**src/rtl/tmrb_pkg.sv**
```systemverilog
package tmrb_pkg;
  localparam int DATA_W = 32;

  typedef enum logic [2:0] {
    SEL_CFG, SEL_RELOAD, SEL_CUR, SEL_OVF, SEL_STAT, SEL_CLR, SEL_MASK, SEL_NONE
  } chan_sel_e;

  // Offset of a word inside one channel's 32-byte window
  function automatic chan_sel_e decode_off(input logic [4:0] off);
    case (off)
      5'h00:   return SEL_CFG;
      5'h04:   return SEL_RELOAD;
      5'h08:   return SEL_CUR;
      5'h0C:   return SEL_OVF;
      5'h10:   return SEL_STAT;
      5'h14:   return SEL_CLR;
      5'h18:   return SEL_MASK;
      default: return SEL_NONE;
    endcase
  endfunction
endpackage

```
**src/rtl/tmrb_decode.sv**
```systemverilog
module tmrb_decode
  import tmrb_pkg::*;
#(
  parameter int NCH    = 4,
  parameter int ADDR_W = 8
) (
  input  logic [ADDR_W-1:0] addr,
  output logic              gctl_hit,
  output logic              rev_hit,
  output logic [NCH-1:0]    ch_hit,
  output chan_sel_e         sel
);
  localparam int BLK_W = ADDR_W - 5;

  logic [BLK_W-1:0] blk;
  logic [4:0]       off;

  assign blk      = addr[ADDR_W-1:5];
  assign off      = addr[4:0];
  assign sel      = decode_off(off);
  assign gctl_hit = (blk == '0) && (off == 5'h00);
  assign rev_hit  = (blk == '0) && (off == 5'h10);

  // Window 0 holds the bank words; channel i lives in window i+1
  generate
    for (genvar i = 0; i < NCH; i++) begin : g_hit
      assign ch_hit[i] = (blk == BLK_W'(i + 1)) && (sel != SEL_NONE);
    end
  endgenerate
endmodule

```
**src/rtl/tmrb_chan.sv**
```systemverilog
module tmrb_chan
  import tmrb_pkg::*;
#(
  parameter int CNT_W = 32
) (
  input  logic              clk,
  input  logic              rst_n,
  input  logic              gen,
  input  logic              wr,
  input  logic              rd,
  input  chan_sel_e         sel,
  input  logic [DATA_W-1:0] wdata,
  output logic [DATA_W-1:0] rd_word,
  output logic              irq_o
);
  logic             en, mask, status;
  logic [CNT_W-1:0] cnt, reload, ovf, snap;

  // Named events, shared by the logic and the assertions
  logic run, cfg_wr, mask_wr, load_evt, wrap_evt, clr_evt, snap_evt;

  function automatic logic [CNT_W-1:0] step_down(input logic [CNT_W-1:0] c,
                                                 input logic [CNT_W-1:0] r);
    return (c == '0) ? r : c - CNT_W'(1);
  endfunction

  assign run      = gen & en;
  assign cfg_wr   = wr && (sel == SEL_CFG);
  assign mask_wr  = wr && (sel == SEL_MASK);
  assign load_evt = cfg_wr && wdata[0] && !en;
  assign wrap_evt = run && (cnt == '0);
  assign clr_evt  = wr && (sel == SEL_CLR) && wdata[0];
  assign snap_evt = rd && (sel == SEL_OVF);

  always_ff @(posedge clk or negedge rst_n) begin
    if (!rst_n) begin
      en <= 1'b0; mask <= 1'b0; status <= 1'b0;
      cnt <= '0; reload <= '0; ovf <= '0; snap <= '0;
    end else begin
      if (cfg_wr)  en   <= wdata[0];
      if (mask_wr) mask <= wdata[0];
      if (wr && (sel == SEL_RELOAD)) reload <= wdata[CNT_W-1:0];
      if (load_evt)  cnt <= reload;
      else if (run)  cnt <= step_down(cnt, reload);
      if (wrap_evt)  ovf <= ovf + CNT_W'(1);
      if (wrap_evt)     status <= 1'b1;
      else if (clr_evt) status <= 1'b0;
      if (snap_evt)  snap <= cnt;
    end
  end

  assign irq_o = status & mask;

  always_comb begin
    case (sel)
      SEL_CFG:    rd_word = DATA_W'(en);
      SEL_RELOAD: rd_word = DATA_W'(reload);
      SEL_CUR:    rd_word = DATA_W'(snap);
      SEL_OVF:    rd_word = DATA_W'(ovf);
      SEL_STAT:   rd_word = DATA_W'(status);
      SEL_MASK:   rd_word = DATA_W'(mask);
      default:    rd_word = '0;
    endcase
  end

  AST_STEP: assert property (@(posedge clk) disable iff (!rst_n)
    run && (cnt != '0) |=> cnt == $past(cnt) - CNT_W'(1));
  AST_HOLD: assert property (@(posedge clk) disable iff (!rst_n)
    !run && !load_evt |=> $stable(cnt));
  AST_LOAD: assert property (@(posedge clk) disable iff (!rst_n)
    load_evt |=> en && (cnt == $past(reload)));
  AST_WRAP: assert property (@(posedge clk) disable iff (!rst_n)
    wrap_evt |=> status && (cnt == $past(reload)) && (ovf == $past(ovf) + CNT_W'(1)));
  AST_SNAP_HOLD: assert property (@(posedge clk) disable iff (!rst_n)
    !snap_evt |=> $stable(snap));
  AST_IRQ_CLR: assert property (@(posedge clk) disable iff (!rst_n)
    clr_evt && !wrap_evt |=> !irq_o);
  AST_IRQ_SET: assert property (@(posedge clk) disable iff (!rst_n)
    wrap_evt && mask && !mask_wr |=> irq_o);
endmodule

```
**src/rtl/tmr_bank.sv**
```systemverilog
module tmr_bank
  import tmrb_pkg::*;
#(
  parameter int          NCH    = 4,
  parameter int          CNT_W  = 32,
  parameter int          ADDR_W = 8,
  parameter logic [31:0] REV_ID = 32'h0001_0002
) (
  input  logic              clk,
  input  logic              rst_n,
  input  logic              rd_en,
  input  logic              wr_en,
  input  logic [ADDR_W-1:0] addr,
  input  logic [31:0]       wdata,
  output logic [31:0]       rdata,
  output logic [NCH-1:0]    irq
);
  logic                  gen;
  logic                  gctl_hit, rev_hit;
  logic [NCH-1:0]        ch_hit;
  chan_sel_e             sel;
  logic [DATA_W-1:0]     ch_word [NCH];
  logic [DATA_W-1:0]     rd_mux;

  tmrb_decode #(.NCH(NCH), .ADDR_W(ADDR_W)) u_dec (
    .addr(addr), .gctl_hit(gctl_hit), .rev_hit(rev_hit), .ch_hit(ch_hit), .sel(sel)
  );

  generate
    for (genvar i = 0; i < NCH; i++) begin : g_ch
      tmrb_chan #(.CNT_W(CNT_W)) u_ch (
        .clk(clk), .rst_n(rst_n), .gen(gen),
        .wr(wr_en && ch_hit[i]), .rd(rd_en && ch_hit[i]),
        .sel(sel), .wdata(wdata), .rd_word(ch_word[i]), .irq_o(irq[i])
      );
    end
  endgenerate

  always_comb begin
    rd_mux = '0;
    if (gctl_hit) rd_mux = DATA_W'(gen);
    if (rev_hit)  rd_mux = REV_ID;
    for (int i = 0; i < NCH; i++)
      if (ch_hit[i]) rd_mux = ch_word[i];
  end

  always_ff @(posedge clk or negedge rst_n) begin
    if (!rst_n) begin
      gen   <= 1'b0;
      rdata <= '0;
    end else begin
      if (wr_en && gctl_hit) gen <= wdata[0];
      if (rd_en) rdata <= rd_mux;
    end
  end

  AST_ONE_TARGET: assert property (@(posedge clk) disable iff (!rst_n)
    (rd_en || wr_en) |-> $onehot0({gctl_hit, rev_hit, ch_hit}));
  AST_RD_HOLD: assert property (@(posedge clk) disable iff (!rst_n)
    !rd_en |=> $stable(rdata));
endmodule

```
**config.mk**
```make
export PLATFORM = sky130hd
export DESIGN_NAME = tmr_bank
export DESIGN_NICKNAME = d
export VERILOG_FILES = /design/src/rtl/tmrb_pkg.sv /design/src/rtl/tmrb_decode.sv /design/src/rtl/tmrb_chan.sv /design/src/rtl/tmr_bank.sv
export SDC_FILE = /design/constraint.sdc
export NUM_CORES = 1
export LEC_CHECK = 0
export BUFFER_PORTS_ARGS = -buffer_cell sky130_fd_sc_hd__buf_2
export CORE_MARGIN = 5
export CORE_UTILIZATION = 60
export CTS_BUF_LIST = sky130_fd_sc_hd__clkbuf_4
export CTS_CLUSTER_DIAMETER = 80
export DETAILED_ROUTE_END_ITERATION = 8
export PLACE_DENSITY = 0.87
export SYNTH_ARGS = -nofsm -noshare
export SYNTH_HDL_FRONTEND = slang
export SYNTH_SLANG_ARGS = --single-unit
export TNS_END_PERCENT = 30
```
**constraint.sdc**
```tcl
create_clock -name clk -period 3.4 [get_ports clk]
set_input_delay 0.51 -clock clk [delete_from_list [all_inputs] [get_ports clk]]
set_output_delay 0.51 -clock clk [all_outputs]
set_load 0.1 [all_outputs]
```
==> Word level (Yosys, flattened, before mapping) <==
Index checks and enable logic that the tools add are counted.
{ "word_totals": {"regBits": 557, "inputBits": 44, "output_inout_bits": 36} }
{ "classes": {"n_addsub": 8, "eq_ne": 17, "n_mux": 31, "bitwise_logic": 8, "reduce_logical": 70} }
{ "ops": {"columns": ["cell", "count"], "rows": [
  ["case mux 32 bit (6 select lines)", 4],
  ["two-way mux 32 bit", 16],
  ["adder 32 x 1 -> 32 bit (second input constant)", 4],
  ["zero test 32 bit", 4],
  ["subtractor 32 x 1 -> 32 bit (second input constant)", 4],
  ["logical AND 1 bit", 51],
  ["case mux 3 bit (7 select lines)", 1],
  ["two-way mux 17 bit", 1],
  ["nonzero test 2 bit", 8],
  ["== test 5 bit (second input constant)", 3],
  ["== test 3 x 2 -> 1 bit (second input constant)", 4],
  ["== test 3 bit (second input constant)", 4],
  ["== test 5 x 4 -> 1 bit (second input constant)", 2],
  ["two-way mux 1 bit", 9],
  ["AND 1 bit", 8],
  ["== test 3 x 1 -> 1 bit (second input constant)", 2],
  ["zero test 3 bit", 2],
  ["== test 5 x 3 -> 1 bit (second input constant)", 1],
  ["zero test 5 bit", 1],
  ["zero test 1 bit", 4],
  ["!= test 3 bit (second input constant)", 1]
]} }

==> Longest topological paths before layout <==
Gate-level depths: netlist of run 1.
{ "logic_depth": {"depth_word": 9, "mapped_depth": 11, "depth_no_buf": 8} }

==> Cells and area by module <==
A second synthesis of run 1 with hierarchy kept.
{ "hier_totals": {"hier_cells": 2927, "hier_area_um2": 30215.2} }
{ "modules_own_cells": {"columns": ["module", "instances", "cells_per_inst", "area_each_um2", "seq_area_each_um2"], "rows": [
  ["tmrb_chan at g_ch[0].u_ch ...", 2, 661, 7048.0, 3278.1],
  ["tmrb_chan at g_ch[2].u_ch ...", 2, 643, 6817.8, 3278.1],
  ["tmr_bank", 1, 305, 2396.0, 825.8],
  ["tmrb_decode", 1, 14, 87.6, 0.0]
]} }

==> Worst setup path before layout of run 1 <==
OpenSTA, ideal clock, no wires.
{ "synth_timing": {"path_kind": "input to register", "startpoint": "input addr[1]", "endpoint": "register g_ch[2].u_ch.cnt[14]", "setup_time_ns": 0.124, "arrival_time_ns": 2.951, "t_required_ns": 3.276, "slack_ns": 0.325, "path_stages": 11, "n_path_buf": 5, "path_cell_list": "clkbuf_1 -> or4_1 -> clkbuf_1 -> or2_2 -> clkbuf_1 -> or3_1 -> clkbuf_1 -> nand2b_1 -> buf_1 -> nor2_1 -> a211o_1"} }
{ "synth_between": {"elab_chain_cells": 9, "word_cells_on_any_way": 17, "classes_between": "eq/ne (7); mux (2); reduce/logical (8)"} }
{ "synth_rtl": {"columns": ["element", "line", "source"], "rows": [
  ["start: declaration", "tmr_bank.sv:13", "input logic [ADDR_W-1:0] addr,"],
  ["== test 5 bit, or another cell as far along", "tmrb_pkg.sv:10", "case (off)"],
  ["case mux 3 bit (7 select lines) (*)", "tmrb_pkg.sv:10", null],
  ["!= test 3 bit", "tmrb_decode.sv:27", "assign ch_hit[i] = (blk == BLK_W'(i + 1)) && (sel != SEL_NONE);"],
  ["logical AND 1 bit", "tmrb_decode.sv:27", null],
  ["logical AND 1 bit", "tmr_bank.sv:33", ".wr(wr_en && ch_hit[i]), .rd(rd_en && ch_hit[i]),"],
  ["logical AND 1 bit (*)", "tmrb_chan.sv:28", "assign cfg_wr = wr && (sel == SEL_CFG);"],
  ["logical AND 1 bit (*) (2 in series)", "tmrb_chan.sv:30", "assign load_evt = cfg_wr && wdata[0] && !en;"],
  ["two-way mux 32 bit or nonzero test 2 bit (tied branches)", null, null],
  ["end signal: assignment", "tmrb_chan.sv:43", "if (load_evt) cnt <= reload;"],
  ["end signal: assignment", "tmrb_chan.sv:44", "else if (run) cnt <= step_down(cnt, reload);"],
  ["end: declaration", "tmrb_chan.sv:17", "logic [CNT_W-1:0] cnt, reload, ovf, snap;"]
]} }
Mark *: on every way between the ends. The rest lies on a longest branch, timed or not.
A chain may end at the register's enable or synchronous reset.

==> Worst setup path in the final report of run 1 <==
{ "layout_timing": {"startpoint": "register g_ch[3].u_ch.cnt[10]", "endpoint": "register g_ch[3].u_ch.cnt[8]"} }
{ "layout_between": {"elab_chain_cells": 4} }
{ "layout_rtl": {"columns": ["element", "line", "source"], "rows": [
  ["start: declaration", "tmrb_chan.sv:17", null],
  ["start signal: assignment", "tmrb_chan.sv:43", null],
  ["start signal: assignment", "tmrb_chan.sv:44", null],
  ["zero test 32 bit", "tmrb_chan.sv:24", "return (c == '0) ? r : c - CNT_W'(1);"],
  ["two-way mux 32 bit", "tmrb_chan.sv:24", null],
  ["two-way mux 32 bit", "tmrb_chan.sv:44", null],
  ["two-way mux 32 bit", "tmrb_chan.sv:43", null]
]} }
No other way between the ends. The select of a mux whose other input is x is not followed.

==> results of run 1 <==
-- worst max-delay path, delay by kind of cell, from the launching register on --
family / cells / cell delay (ns)
simple gates: 3 / 1.42
flops: 1 / 0.44
compound gates: 3 / 0.82
buf+inv: 1 / 0.20
-- cell usage after synthesis (12+ instances only) --
cell	instances	share of area (%)
a211oi_1	12	0.31
a21oi_1	210	3.6
a221o_1	17	0.59
a221oi_1	13	0.39
a22oi_1	13	0.34
a31oi_1	12	0.26
and2_1	20	0.43
and3_1	32	0.69
and4_1	26	0.78
buf_1	32	0.41
clkbuf_1	141	1.8
dfrtp_1	557	48
ha_1	12	0.52
inv_1	70	0.91
mux2_2	279	11
mux2i_1	123	4.2
nand2_1	189	2.4
nand3_1	82	1.4
nand4_1	55	1.2
nor2_1	272	3.5
nor3_1	86	1.5
nor4_1	49	1.1
o21ai_0	200	3.4
o22ai_1	49	1.1
o311ai_0	12	0.36
o32ai_1	18	0.54
or3_1	24	0.52
or4_1	22	0.57
xnor2_1	61	1.8
xor2_1	63	1.9
-- layout by cell type (no fill, tap or decap), types with 32 or more instances in the layout --
cell type	n
dfrtp_1	557
nand4_1	55
nor2_1	267
nand2_1	189
o21ai_0	200
mux2_2	279
inv_1	69
and3_1	32
nor3_1	83
xnor2_1	61
nand3_1	82
o22ai_1	49
dlygate4sd3_1	37
buf_4	117
nor4_1	49
a21oi_1	210
clkbuf_4	217
buf_2	77
xor2_1	63
mux2i_1	123
-- worst max path at each step --
stage               cells past startpoint                    to                 start  slack (ns)
global placement                        8  g_ch[3].u_ch.cnt[21]               addr[1]        0.33
global route                            7  g_ch[3].u_ch.ovf[31]  g_ch[3].u_ch.cnt[14]        0.17
finish                                  7   g_ch[3].u_ch.cnt[8]  g_ch[3].u_ch.cnt[10]        0.32
CTS                                     7  g_ch[3].u_ch.ovf[31]  g_ch[3].u_ch.cnt[14]        0.38
detailed placement                      7  g_ch[0].u_ch.cnt[24]               addr[1]        0.22
floorplan                              11  g_ch[2].u_ch.cnt[14]               addr[1]        0.32
-- stage by stage --
stage / setup WS (ns) / cells / utilization (%) / total power [mW] / area, sq um
global route: 0.1681 / 3863 / 69.21 / 15.12 / 33110
global placement: 0.3305 / 3554 / 64.24 / 8.243 / 30740
CTS: 0.3789 / 3857 / 69.18 / 14.61 / 33100
finish: 0.3245 / 3870 / 69.24 / 14.60 / 33130
detailed placement: 0.2182 / 3554 / 64.24 / 8.273 / 30740
floorplan: 0.3248 / 2909 / - / 7.671 / 29030
-- report_power, final --
group	internal, mW	leakage, nW	switching (mW)
logic	0.440	6.72	0.998
clock network	3.33	1.15	3.03
registers	6.70	7.56	0.101
total	10.5	15.4	4.13
-- metal layers --
| metal | track usage (%) | vias up |
|---|---|---|
| li1 | - | 11200 |
| met1 | 54.28 | 12980 |
| met2 | 57.08 | 1682 |
| met3 | 11.97 | 348 |
| met4 | 22.32 | 14 |
| met5 | 0 | - |
-- cell families (layout without fill, tap and decap cells) --
logic type	Yosys count	after routing	share of synthesized area, %
compound gates	653	653	13.72
xor+xnor	124	124	3.742
fa+ha+maj	12	12	0.5172
buf+inv	250	583	3.319
flops	557	557	48.02
mux	403	403	15.14
other cells	0	13	0
simple gates	910	910	15.54
-- layout make-up --
class	count	area (sq um)
timing repair buffer	247	1941
sequential	557	13940
fill	3691	14720
antenna	13	32.53
multi-input combinational	2102	14190
tap	615	769.5
inverter	70	262.8
clock buffer	217	1629
clock inverter	49	362.8
-- state kept, by name, summed over array words and instances, names as in the netlist --
name,flops
g_ch.u_ch.cnt,128
g_ch.u_ch.ovf,128
g_ch.u_ch.reload,128
g_ch.u_ch.snap,128
rdata,32
g_ch.u_ch.en,4
g_ch.u_ch.mask,4
g_ch.u_ch.status,4
gen,1
-- timing repair --
item	in CTS	in global routing
resized for setup	0	0
hold buffers	37	0
buffers inserted	0	0
hold endpoints to repair	262	0
==> metrics.txt, run 1 <==
outcome complete, no violations; layout cells sized above 1 a little under a quarter; syn nets 2965; Final min period slightly above 3 ns; first-pass GRT wire length 159900 um; CP endpoint kind flip-flop; P_leak 15.43 nW; initial antenna violation count 14; Starting Density 60.67%; largest net degree at the start of global routing 89; PwrDens 440.6 nW/um^2; routed vias approximately 26000; Vias/cell 6.776; total CTS buffers about 150; worst skew pair latency 1.07 ns; final number of setup-violating endpoints 0; number of DRC markers in iteration 0 about 3300; CP max-delay cell o32a_1; grt ovf 0; drt first pass iters 8; Syn Area/Cell 9.978 sq um; Clock Skew 0.05634 ns; CTS Buffer Depth 3; vias in the first global route 25690; Synth cell types between 70 and 80; maximum clock rate 325.1 MHz; Worst R2R End g_ch[3].u_ch.cnt[8]; core area 47850 sq um; worst vdd ir 0.0002941 V; Post-synth EDFFs 0; Synth warnings 0; Top FF cell, synth dfrtp_1; Post-Synthesis Cells 2909; Hold Violations, Final 0; DR WL/cell 27.47 um; antenna-violating nets left 0; Die Y 230.0 um; die width approximately 230 um; Post-Syn Area a little under 30000 sq um; GPL Wtd Cong 1.010; # port buffers 79; max_slew headroom 12.17%; Crit Path Category flip-flop to flip-flop; reg2reg start g_ch[3].u_ch.cnt[10]; die area 52880 sq um; setup TNS 0 ns; final net count 3185; CTS H-tree lvls 4; Worst R2R Setup Slack ~0.32 ns; R2R depth 7; Worst Path Arrival 3.93 ns; Row Count 80; Clock transition at path regs 0.06 ns; area grow syn2layout 14.14%; wirelength, routed between 100000 and 150000 um; register bit total from synthesis about 560; slowest stage delay, CP about 0.63 ns; DR WL met2 approximately 45000 um; Synth async-reset ratio 100.0%; Top Ports 80; worst-margin pin slew 1.314 ns; routed metal-1 wire length 42010 um; CTS Sinks around 560; top sig layer met5; worst-path cell chain or4_4, or4b_1, buf_4, o32a_1, and3_1, a21oi_1, o21ai_0; clk root buf clkbuf_4; met3 WL 12280 um; startpoint types flip-flop; Slew Viols, Final 0; MaxCap Viol Count 0; Period Utilization, post-route 90.46%; drc violations 0; Critical Path Fanout Max 19; total track usage roughly two fifths; detailed-placement wirelength estimate 75300 um; CTS tree yes; required time worst endpoint 4.26 ns; RSZ-0062 raised after global routing false; Worst Hold Class input port to async pin; hold_ws ~0.074 ns; sequential area share after synthesis 48.02%
Note: power is estimated with default switching activity, not from simulation.
==> run 2: changes to the inputs <==
Settings changed: CORE_ASPECT_RATIO set to 1.5.
==> run 2 against run 1 <==
Compared with the run above: hold slack gained 0.019 ns; utilization down 1.3 points; cell area fell by 1.9%; die area grew 0.17%; sequential share of layout area grew 0.84 points; wire length shrank 1.4%; critical path type unchanged; largest cell class unchanged.
==> metrics.txt, run 2 (same netlist as run 1, synthesis figures left out) <==
area grow syn2layout 11.91%; Die Y 279.4 um; clk root buf clkbuf_4; switching share of power 28.27%; Worst Hold Depth 2; core area 47820 sq um; setup TNS 0 ns; Clock transition at path regs 0.08 ns; CP endpoint kind flip-flop; final net count 3151; max_slew headroom 11.20%; # port buffers 79; Worst Hold Class input port to flip-flop; CTS H-tree lvls 4; Worst R2R Setup Slack ~0.24 ns; MaxCap Viol Count 0; Vias/cell 6.727; Final WS setup 0.2380 ns; Worst R2R End g_ch[3].u_ch.ovf[31]; total CTS buffers 140; RSZ-0062 raised after global routing false; CTS tree yes; P_leak 15.16 nW; Psw 3.844 mW; worst skew pair latency between 0.9 and 1 ns; Slew Viols, Final 0; layout cells sized above 1 23.22%; post-CTS sizing 0; Hold Violations, Final 0; Critical Path Fanout Max 8; Int Pwr 9.754 mW; number of DRC markers in iteration 0 just over 3000; Row Count 98; total track usage 39.24%; vias in the first global route 25690; Min-Delay Endpoint g_ch[1].u_ch.reload[5]; die area 52970 sq um; Comb pwr share 10.4%; outcome complete, no violations; wirelength, routed 104800 um; GPL Wtd Cong 1.066; reg2reg start g_ch[3].u_ch.cnt[14]; Sequential Power Share between 40 and 50%; Clk pwr share between 30% and 40%; drt first pass iters 7; maximum clock rate 316.3 MHz; Period Utilization, post-route between 90 and 100%; first-pass GRT wire length 158300 um; commonest non-fill, non-tap cell in the layout dfrtp_1; Worst Path Arrival roughly 4.0 ns; die width 189.6 um; CTS Sinks 557; final core utilization 67.93%; Clock Skew ~0.046 ns; Setup Buffers After CTS 0; worst-margin pin slew 1.329 ns; R2R depth 7; hold-fix buffers at CTS 5; routed vias about 25000; DR WL/cell 27.67 um; pre-CTS WS 0.2489 ns; grt ovf 0; Crit Path Category flip-flop to flip-flop; startpoint types flip-flop; drc violations 0; worst vdd ir 0.0002717 V; CTS Buffer Depth 3; required time worst endpoint 4.23 ns; PwrDens about 420 nW/um^2; hold path start wdata[5]; initial antenna violation count 11; Final min period between 3 and 4 ns; Starting Density 60.70%; Top Ports 80; final number of setup-violating endpoints 0; detailed-placement wirelength estimate 75790 um; most frequent cells in the layout dfrtp_1 (557), mux2_2 (279), nor2_1 (267); crit path from g_ch[3].u_ch.cnt[14]; largest net degree at the start of global routing 88; antenna-violating nets left 0
-- run 2: power by group through the flow --
stage | clock, mW | combinational (mW) | sequential (mW)
2_1_floorplan | 0 | 0.720 | 6.95
3_3_place_gp | 0 | 1.34 | 6.90
3_5_place_dp | 0 | 1.37 | 6.91
4_1_cts | 5.47 | 1.38 | 6.78
5_1_grt | 5.79 | 1.51 | 6.79
6_report | 5.39 | 1.42 | 6.79
-- run 2: routing by layer --
metal | vias up | share of wire [%] | wire length (um) | GRT usage [%]
met5 | - | 0.013 | 14 | 0
met4 | 4 | 7.7 | 8123 | 26.10
met3 | 346 | 8.1 | 8440 | 7.205
met2 | 1426 | 46 | 47860 | 60.35
met1 | 12610 | 39 | 40390 | 50.99
li1 | 11100 | - | - | -
-- run 2: stage by stage --
| stage | area (sq um) | hold WS [ns] | power (mW) | std cells |
|---|---|---|---|---|
| 2_1_floorplan | 29030 | 0.2144 | 7.671 | 2909 |
| 3_3_place_gp | 30780 | 0.4577 | 8.246 | 3545 |
| 3_5_place_dp | 30780 | 0.4600 | 8.283 | 3545 |
| 4_1_cts | 32440 | 0.0006720 | 13.64 | 3780 |
| 5_1_grt | 32470 | 0.01747 | 14.10 | 3784 |
| 6_report | 32480 | 0.09270 | 13.60 | 3788 |
-- run 2: critical path, stage by stage (launching register included) --
cell and delay (ns):
dfrtp_1 0.44, or4_4 0.54, or4b_1 0.56, buf_4 0.20, nor4_1 0.55, nand4_1 0.38
nor3_1 0.27, xor2_1 0.16
-- run 2: final cells by class --
| type | count | area, sq um |
|---|---|---|
| clock inverters | 34 | 137.6 |
| inverters | 70 | 262.8 |
| flip-flops and latches | 557 | 13940 |
| diodes | 5 | 12.51 |
| well taps | 600 | 750.7 |
| fillers | 3797 | 15340 |
| clock buffers | 196 | 1471 |
| multi-input cells | 2102 | 14190 |
| repair buffers | 224 | 1717 |
-- run 2: how the worst max path moves through the flow --
stage	endpoint	slack [ns]	depth (start not counted)
after floorplan	g_ch[2].u_ch.cnt[14]	0.32	11
after global placement	g_ch[3].u_ch.ovf[31]	0.33	7
after detailed placement	g_ch[3].u_ch.ovf[31]	0.25	7
after CTS	g_ch[3].u_ch.ovf[31]	0.26	7
after global routing	g_ch[3].u_ch.ovf[31]	0.04	7
final	g_ch[3].u_ch.ovf[31]	0.24	7
